--- src/rtl/gpio_irq_pkg.sv ---
package gpio_irq_pkg;

    localparam int unsigned BUS_W   = 32;
    localparam int unsigned ADDR_W  = 6;
    localparam int unsigned CODE_W  = 3;
    localparam int unsigned SLOT_W  = 4;
    localparam int unsigned SLOTS_PER_REG = BUS_W / SLOT_W;

    // Trigger selection codes per pin
    typedef enum logic [CODE_W-1:0] {
        TRIG_FALL = 3'd0,
        TRIG_RISE = 3'd1,
        TRIG_LOW  = 3'd2,
        TRIG_HIGH = 3'd3,
        TRIG_BOTH = 3'd4
    } trig_e;

    // Word index of each register (byte offset / 4)
    typedef enum logic [3:0] {
        RI_ENABLE  = 4'd0,
        RI_PENDING = 4'd1,
        RI_VISIBLE = 4'd2,
        RI_ACK     = 4'd3,
        RI_MSET    = 4'd4,
        RI_MCLR    = 4'd5,
        RI_DOUT    = 4'd6,
        RI_DIN     = 4'd7,
        RI_DIR     = 4'd8,
        RI_TRIG_LO = 4'd9,
        RI_TRIG_HI = 4'd10,
        RI_SPARE   = 4'd14,
        RI_SWRST   = 4'd15
    } reg_idx_e;

    // One bus transfer, already decoded to word granularity
    typedef struct packed {
        logic             wr;
        logic [3:0]       idx;
        logic [BUS_W-1:0] data;
    } bus_xfer_t;

    // Does the current / previous level pair fire for this code?
    function automatic logic trig_fires(logic [CODE_W-1:0] code, logic cur, logic prev);
        logic fire;
        case (code)
            TRIG_FALL: fire = prev & ~cur;
            TRIG_RISE: fire = cur & ~prev;
            TRIG_LOW:  fire = ~cur;
            TRIG_HIGH: fire = cur;
            TRIG_BOTH: fire = cur ^ prev;
            default:   fire = 1'b0;
        endcase
        return fire;
    endfunction

endpackage

--- src/rtl/gpio_in_sync.sv ---
module gpio_in_sync #(
    parameter int unsigned W = 12
) (
    input  logic         clk,
    input  logic         rst,
    input  logic [W-1:0] d,
    output logic [W-1:0] q
);
    logic [W-1:0] stage1;
    logic [W-1:0] stage2;

    always_ff @(posedge clk) begin
        if (rst) begin
            stage1 <= '0;
            stage2 <= '0;
        end else begin
            stage1 <= d;
            stage2 <= stage1;
        end
    end

    assign q = stage2;
endmodule

--- src/rtl/gpio_trig_detect.sv ---
module gpio_trig_detect
    import gpio_irq_pkg::*;
#(
    parameter int unsigned NPINS = 12
) (
    input  logic                    clk,
    input  logic                    rst,
    input  logic [NPINS-1:0]        level,
    input  logic [NPINS*CODE_W-1:0] codes,
    output logic [NPINS-1:0]        fire
);
    logic [NPINS-1:0] level_d;

    always_ff @(posedge clk) begin
        if (rst) level_d <= '0;
        else     level_d <= level;
    end

    for (genvar p = 0; p < NPINS; p++) begin : g_pin
        assign fire[p] = trig_fires(codes[p*CODE_W +: CODE_W], level[p], level_d[p]);
    end
endmodule

--- src/rtl/gpio_regfile.sv ---
module gpio_regfile
    import gpio_irq_pkg::*;
#(
    parameter int unsigned NPINS = 12
) (
    input  logic                    clk,
    input  logic                    rst,
    input  bus_xfer_t               xfer,
    input  logic [3:0]              rd_idx,
    input  logic                    rd_en,
    input  logic [NPINS-1:0]        din,
    input  logic [NPINS-1:0]        fire,
    output logic [BUS_W-1:0]        rdata,
    output logic [NPINS-1:0]        ien_q,
    output logic [NPINS-1:0]        pend_q,
    output logic [NPINS-1:0]        mask_q,
    output logic [NPINS-1:0]        dout_q,
    output logic [NPINS-1:0]        dir_q,
    output logic [NPINS*CODE_W-1:0] codes,
    output logic                    arm_q
);
    localparam int unsigned PAD = BUS_W - NPINS;

    logic [CODE_W-1:0] code_q [NPINS];
    logic [NPINS-1:0]  spare_q;
    logic [NPINS-1:0]  ack_bits;
    logic              soft_clear;
    logic [BUS_W-1:0]  trig_lo_rd;
    logic [BUS_W-1:0]  trig_hi_rd;

    assign ack_bits   = (xfer.wr && xfer.idx == RI_ACK) ? xfer.data[NPINS-1:0] : '0;
    assign soft_clear = xfer.wr && xfer.idx == RI_SWRST && !xfer.data[0] && arm_q;

    always_ff @(posedge clk) begin
        if (rst || soft_clear) begin
            ien_q   <= '0;
            pend_q  <= '0;
            mask_q  <= '1;
            dout_q  <= '0;
            dir_q   <= '0;
            spare_q <= '0;
            arm_q   <= 1'b0;
            for (int p = 0; p < NPINS; p++) code_q[p] <= '0;
        end else begin
            // a fresh detection wins over a clear in the same cycle
            pend_q <= (pend_q & ~ack_bits) | (fire & ien_q);
            if (xfer.wr) begin
                case (xfer.idx)
                    RI_ENABLE: ien_q   <= xfer.data[NPINS-1:0];
                    RI_MSET:   mask_q  <= mask_q | xfer.data[NPINS-1:0];
                    RI_MCLR:   mask_q  <= mask_q & ~xfer.data[NPINS-1:0];
                    RI_DOUT:   dout_q  <= xfer.data[NPINS-1:0];
                    RI_DIR:    dir_q   <= xfer.data[NPINS-1:0];
                    RI_SPARE:  spare_q <= xfer.data[NPINS-1:0];
                    RI_SWRST:  arm_q   <= xfer.data[0];
                    default: ;
                endcase
                for (int p = 0; p < NPINS; p++) begin
                    if ((p < SLOTS_PER_REG && xfer.idx == RI_TRIG_LO) ||
                        (p >= SLOTS_PER_REG && xfer.idx == RI_TRIG_HI))
                        code_q[p] <= xfer.data[(p % SLOTS_PER_REG)*SLOT_W +: CODE_W];
                end
            end
        end
    end

    for (genvar p = 0; p < NPINS; p++) begin : g_codes
        assign codes[p*CODE_W +: CODE_W] = code_q[p];
    end

    always_comb begin
        trig_lo_rd = '0;
        trig_hi_rd = '0;
        for (int p = 0; p < NPINS; p++) begin
            if (p < SLOTS_PER_REG)
                trig_lo_rd[(p % SLOTS_PER_REG)*SLOT_W +: CODE_W] = code_q[p];
            else
                trig_hi_rd[(p % SLOTS_PER_REG)*SLOT_W +: CODE_W] = code_q[p];
        end
    end

    always_comb begin
        rdata = '0;
        if (rd_en) begin
            case (rd_idx)
                RI_ENABLE:  rdata = {{PAD{1'b0}}, ien_q};
                RI_PENDING: rdata = {{PAD{1'b0}}, pend_q};
                RI_VISIBLE: rdata = {{PAD{1'b0}}, pend_q & ~mask_q};
                RI_MSET:    rdata = {{PAD{1'b0}}, mask_q};
                RI_DOUT:    rdata = {{PAD{1'b0}}, dout_q};
                RI_DIN:     rdata = {{PAD{1'b0}}, din};
                RI_DIR:     rdata = {{PAD{1'b0}}, dir_q};
                RI_TRIG_LO: rdata = trig_lo_rd;
                RI_TRIG_HI: rdata = trig_hi_rd;
                RI_SPARE:   rdata = {{PAD{1'b0}}, spare_q};
                RI_SWRST:   rdata = {{(BUS_W-1){1'b0}}, arm_q};
                default:    rdata = '0;
            endcase
        end
    end
endmodule

--- src/rtl/gpio_irq_port.sv ---
module gpio_irq_port
    import gpio_irq_pkg::*;
#(
    parameter int unsigned NPINS = 12
) (
    input  logic              clk,
    input  logic              rst,
    input  logic              bus_sel,
    input  logic              bus_we,
    input  logic [5:0]        bus_addr,
    input  logic [31:0]       bus_wdata,
    output logic [31:0]       bus_rdata,
    input  logic [NPINS-1:0]  pin_in,
    output logic [NPINS-1:0]  pin_out,
    output logic [NPINS-1:0]  pin_oe,
    output logic              irq
);
    logic [NPINS-1:0]        din_sync;
    logic [NPINS-1:0]        fire;
    logic [NPINS*CODE_W-1:0] codes;
    logic [NPINS-1:0]        ien_w;
    logic [NPINS-1:0]        pend_w;
    logic [NPINS-1:0]        mask_w;
    logic                    arm_w;
    logic                    aligned;
    bus_xfer_t               xfer;

    assign aligned   = bus_sel && bus_addr[1:0] == 2'b00;
    assign xfer.wr   = aligned && bus_we;
    assign xfer.idx  = bus_addr[5:2];
    assign xfer.data = bus_wdata;

    gpio_in_sync #(.W(NPINS)) u_sync (
        .clk (clk),
        .rst (rst),
        .d   (pin_in),
        .q   (din_sync)
    );

    gpio_trig_detect #(.NPINS(NPINS)) u_detect (
        .clk   (clk),
        .rst   (rst),
        .level (din_sync),
        .codes (codes),
        .fire  (fire)
    );

    gpio_regfile #(.NPINS(NPINS)) u_regs (
        .clk    (clk),
        .rst    (rst),
        .xfer   (xfer),
        .rd_idx (bus_addr[5:2]),
        .rd_en  (aligned && !bus_we),
        .din    (din_sync),
        .fire   (fire),
        .rdata  (bus_rdata),
        .ien_q  (ien_w),
        .pend_q (pend_w),
        .mask_q (mask_w),
        .dout_q (pin_out),
        .dir_q  (pin_oe),
        .codes  (codes),
        .arm_q  (arm_w)
    );

    assign irq = |(pend_w & ~mask_w);
endmodule

--- config.mk ---
export PLATFORM = sky130hd
export DESIGN_NAME = gpio_irq_port
export DESIGN_NICKNAME = d
export VERILOG_FILES = /design/src/rtl/gpio_irq_pkg.sv /design/src/rtl/gpio_in_sync.sv /design/src/rtl/gpio_trig_detect.sv /design/src/rtl/gpio_regfile.sv /design/src/rtl/gpio_irq_port.sv
export SDC_FILE = /design/constraint.sdc
export NUM_CORES = 1
export LEC_CHECK = 0
export BUFFER_PORTS_ARGS = -buffer_cell sky130_fd_sc_hd__buf_4
export CORE_MARGIN = 4
export CORE_UTILIZATION = 52
export DETAILED_ROUTE_END_ITERATION = 10
export HOLD_SLACK_MARGIN = 0.08
export PLACE_DENSITY = 0.83
export SLEW_MARGIN = 20
export SYNTH_ARGS = -nofsm -noshare
export SYNTH_HDL_FRONTEND = slang
export SYNTH_SLANG_ARGS = --single-unit
--- constraint.sdc ---
create_clock -name clk -period 2 [get_ports clk]
set_input_delay 0.1 -clock clk [delete_from_list [all_inputs] [get_ports clk]]
set_output_delay 0.1 -clock clk [all_outputs]
set_load 0.01 [all_outputs]
==> metrics <==
RSZ-0062 raised after global routing=false; Fmax=roughly 500 MHz; crit path max-delay cell type=edfxtp_1; Worst-Skew Late Latency=between 0.4 and 0.5 ns; Buf/Inv on CP=1; Port Buffer Count=100; Syn-to-layout area delta=28.34%; Initial Utilization=~53%; setup TNS=0 ns; # rows=43; clk sink count=145; PwrDens=between 700 and 800 nW/µm²; Critical Path Source Type=register; number of global-route vias before repair=6506; critical-path cell list=mux2_2 > a32o_1 > o31a_1 > buf_4; Worst Setup End Kind=output pin; initial antenna violation count=0; Die Y=between 100 and 150 µm; DRC=0; GRT overflow=0; Reg clk slew, reported paths=around 0.060 ns; CTS tree=built; crit-path max FO=2; status=completed; Hold Path Class=in -> reg; Worst Path Arrival=1.87 ns; synth warn=0; met2 GRT Util=between 40% and 50%; post-layout min period=1.971 ns; clock skew=roughly 0.012 ns; 1st-pass router iterations=6; Main synth FF type=dfxtp_1; Die X=~130 µm; clock share of power=between 40% and 50%; Peak VDD IR=roughly 710 µV; die area=16340 µm²; commonest non-fill, non-tap cell in the layout=buf_4; worst slack at placement=0.1584 ns; flops & latches, synth=~150; total CTS buffers=17; number of synthesized flops with an enable pin=36; Tcrit/Tclk final=98.56%; Max Slew Vio Count=0; Gate Count Post-Synth=between 700 and 800; detailed placer's ending HPWL=around 15000 µm; DRT Wirelength=roughly 22000 µm; Final Hold Viols=0; GRT Overall Usage=approximately 27%; Slew headroom=between 50 and 60%; Crit Path Class=reg -> out; Setup violations, final=0; Post-synth ARST share=0%; vias per inst=slightly below 6; fraction of layout instances using a drive strength above 1=approximately 22%; Final Instance Area=9582 µm²; sw power=approximately 1700 µW; Vias=6776; 1st-iter DRT viols=807; Root Buffer Master=clkbuf_16; NumNets Final=around 1000; Int Pwr=5154 µW; sequential element share of the synthesized area=between 40% and 50%; slack of the critical path=0.02889 ns; core region area=roughly 14000 µm²; logic gate share of total power=about a tenth; met1 usage=around a third; n_diodes=0; first-pass GRT wire length=between 30000 and 40000 µm; worst path required time=between 1.5 and 2 ns; Area after DPL=approximately 8500 µm²; Reg power frac=46.1%; Routability Congestion=between 0.9 and 1; Tot Pwr=approximately 6800 µW; pin count of the biggest net entering global routing=44; Top Usage Layer GRT=met2; Fin Hold WS=0.1034 ns; Worst Tran Pin Value=0.7361 ns; most frequent cells in the layout=buf_4 (150), dfxtp_1 (108), nor2_1 (61); # IOs=~110; switch share=approximately 25%; crit-path max cell delay=0.44 ns; met3 usage=about 8%; htree depth=4; crit-path leading delay family=compound AO/OA/AOI/OAI gates; WL/cell=between 15 and 20 µm; library cells used by synthesis=a little over 60; total of max-cap violations=0; post-route antenna net violation count=0; Leakage=just over 0.004 µW; Synth Area per Inst=9.356 µm²; Max clock buf depth=2; Syn Std Cell Area=7466 µm²
[synthesized netlist by cell type (all sizes together), types with 19 or more instances]
cell type  instances  area, µm²
and2              32      200.2
mux2i             54      540.5
nor3b             19      147.6
buf               41      239.0
nand2             48      182.7
dfxtp            109       2182
o21ai             33      165.2
a21oi             45      225.2
nor2b             40      250.2
inv               46      172.7
nor2              62      235.2
edfxtp            36       1081
ha                24      300.3
nand3             24      125.1
nand2b            23      143.9
[path summary, 6_finish.rpt]
kind                                       from                                 end  slack, ns  depth (start not counted)
min reg2reg         u_sync.stage1[4]$_SDFF_PP0_              u_sync.q[4]$_SDFF_PP0_       0.43                          1
min                                 bus_addr[2]                            register       0.10                          2
max          u_regs.code_q[0][29]$_SDFFCE_PN0P_                        bus_rdata[6]       0.03                          4
max reg2reg           u_regs.arm_q$_SDFFE_PP0N_  u_regs.code_q[0][26]$_SDFFCE_PN0P_       0.39                          4
[final cells by class]
class / count / area [µm²]
Fill cell: 1081 / 4407
Multi-Input combinational cell: 556 / 3779
Sequential cell: 145 / 3264
Timing Repair Buffer: 193 / 1577
Clock buffer: 19 / 452.9
Tap cell: 180 / 225.2
Inverter: 46 / 172.7
Clock inverter: 13 / 111.4
[worst register-to-register path, stage by stage (launching register included)]
cell and delay (ns):
dfxtp_1 0.35, nor2b_1 0.25, a41oi_2 0.26, o21ai_1 0.20
buf_4 0.24
[repair_timing]
action | in CTS | in global routing
pin swaps | 0 | 3
hold endpoints to repair | 102 | 0
gates resized for setup | 1 | 4
hold buffers | 41 | 0
setup buffers | 1 | 7
setup endpoints to repair | 2 | 7
[stage by stage]
stage                     std cells  util (%)
final                          1152     68.50
after global routing           1152     68.50
after CTS                      1145     67.97
after detailed placement       1071     60.92
after global placement         1071     60.92
after floorplan                 802         -
[power by group through the flow]
stage	combinational [µW]	sequential, µW	clock [µW]
6_report	651	3150	3030
5_1_grt	700	3160	3200
4_1_cts	620	3150	3070
3_5_place_dp	548	3220	0
3_3_place_gp	538	3210	0
2_1_floorplan	330	3190	0
[metal layers]
layer | vias to the layer above | wire length (µm)
met3 | 58 | 2392
li1 | 3143 | -
met4 | 0 | 653
met5 | - | 0
met1 | 3160 | 8860
met2 | 415 | 10030
[kinds of logic (layout without fill, tap and decap cells)]
| kind of cell | count (synthesis) | in the layout | synth area share [%] |
|---|---|---|---|
| buffers and inverters | 101 | 271 | 6.217 |
| DFF | 145 | 145 | 43.71 |
| other | 1 | 5 | 0.05023 |
| adders and majority gates | 24 | 24 | 4.022 |
| xor gates and xnor gates | 2 | 2 | 0.2347 |
| and+or+nand+nor | 293 | 293 | 21.22 |
| muxes | 67 | 67 | 9.502 |
| AOI/OAI and AO/OA | 165 | 165 | 15.05 |
[registers in the layout, summed over array words and instances, names as in the netlist, named ones only]
name and cells:
u_sync.q 12, u_detect.level_d 12, u_regs.code_q 36, u_regs.arm_q 1
u_regs.dout_q 12, u_regs.dir_q 12, u_regs.ien_q 12, u_sync.stage1 12
u_regs.pend_q 12, u_regs.spare_q 12
Note: power is estimated with default switching activity, not from simulation.
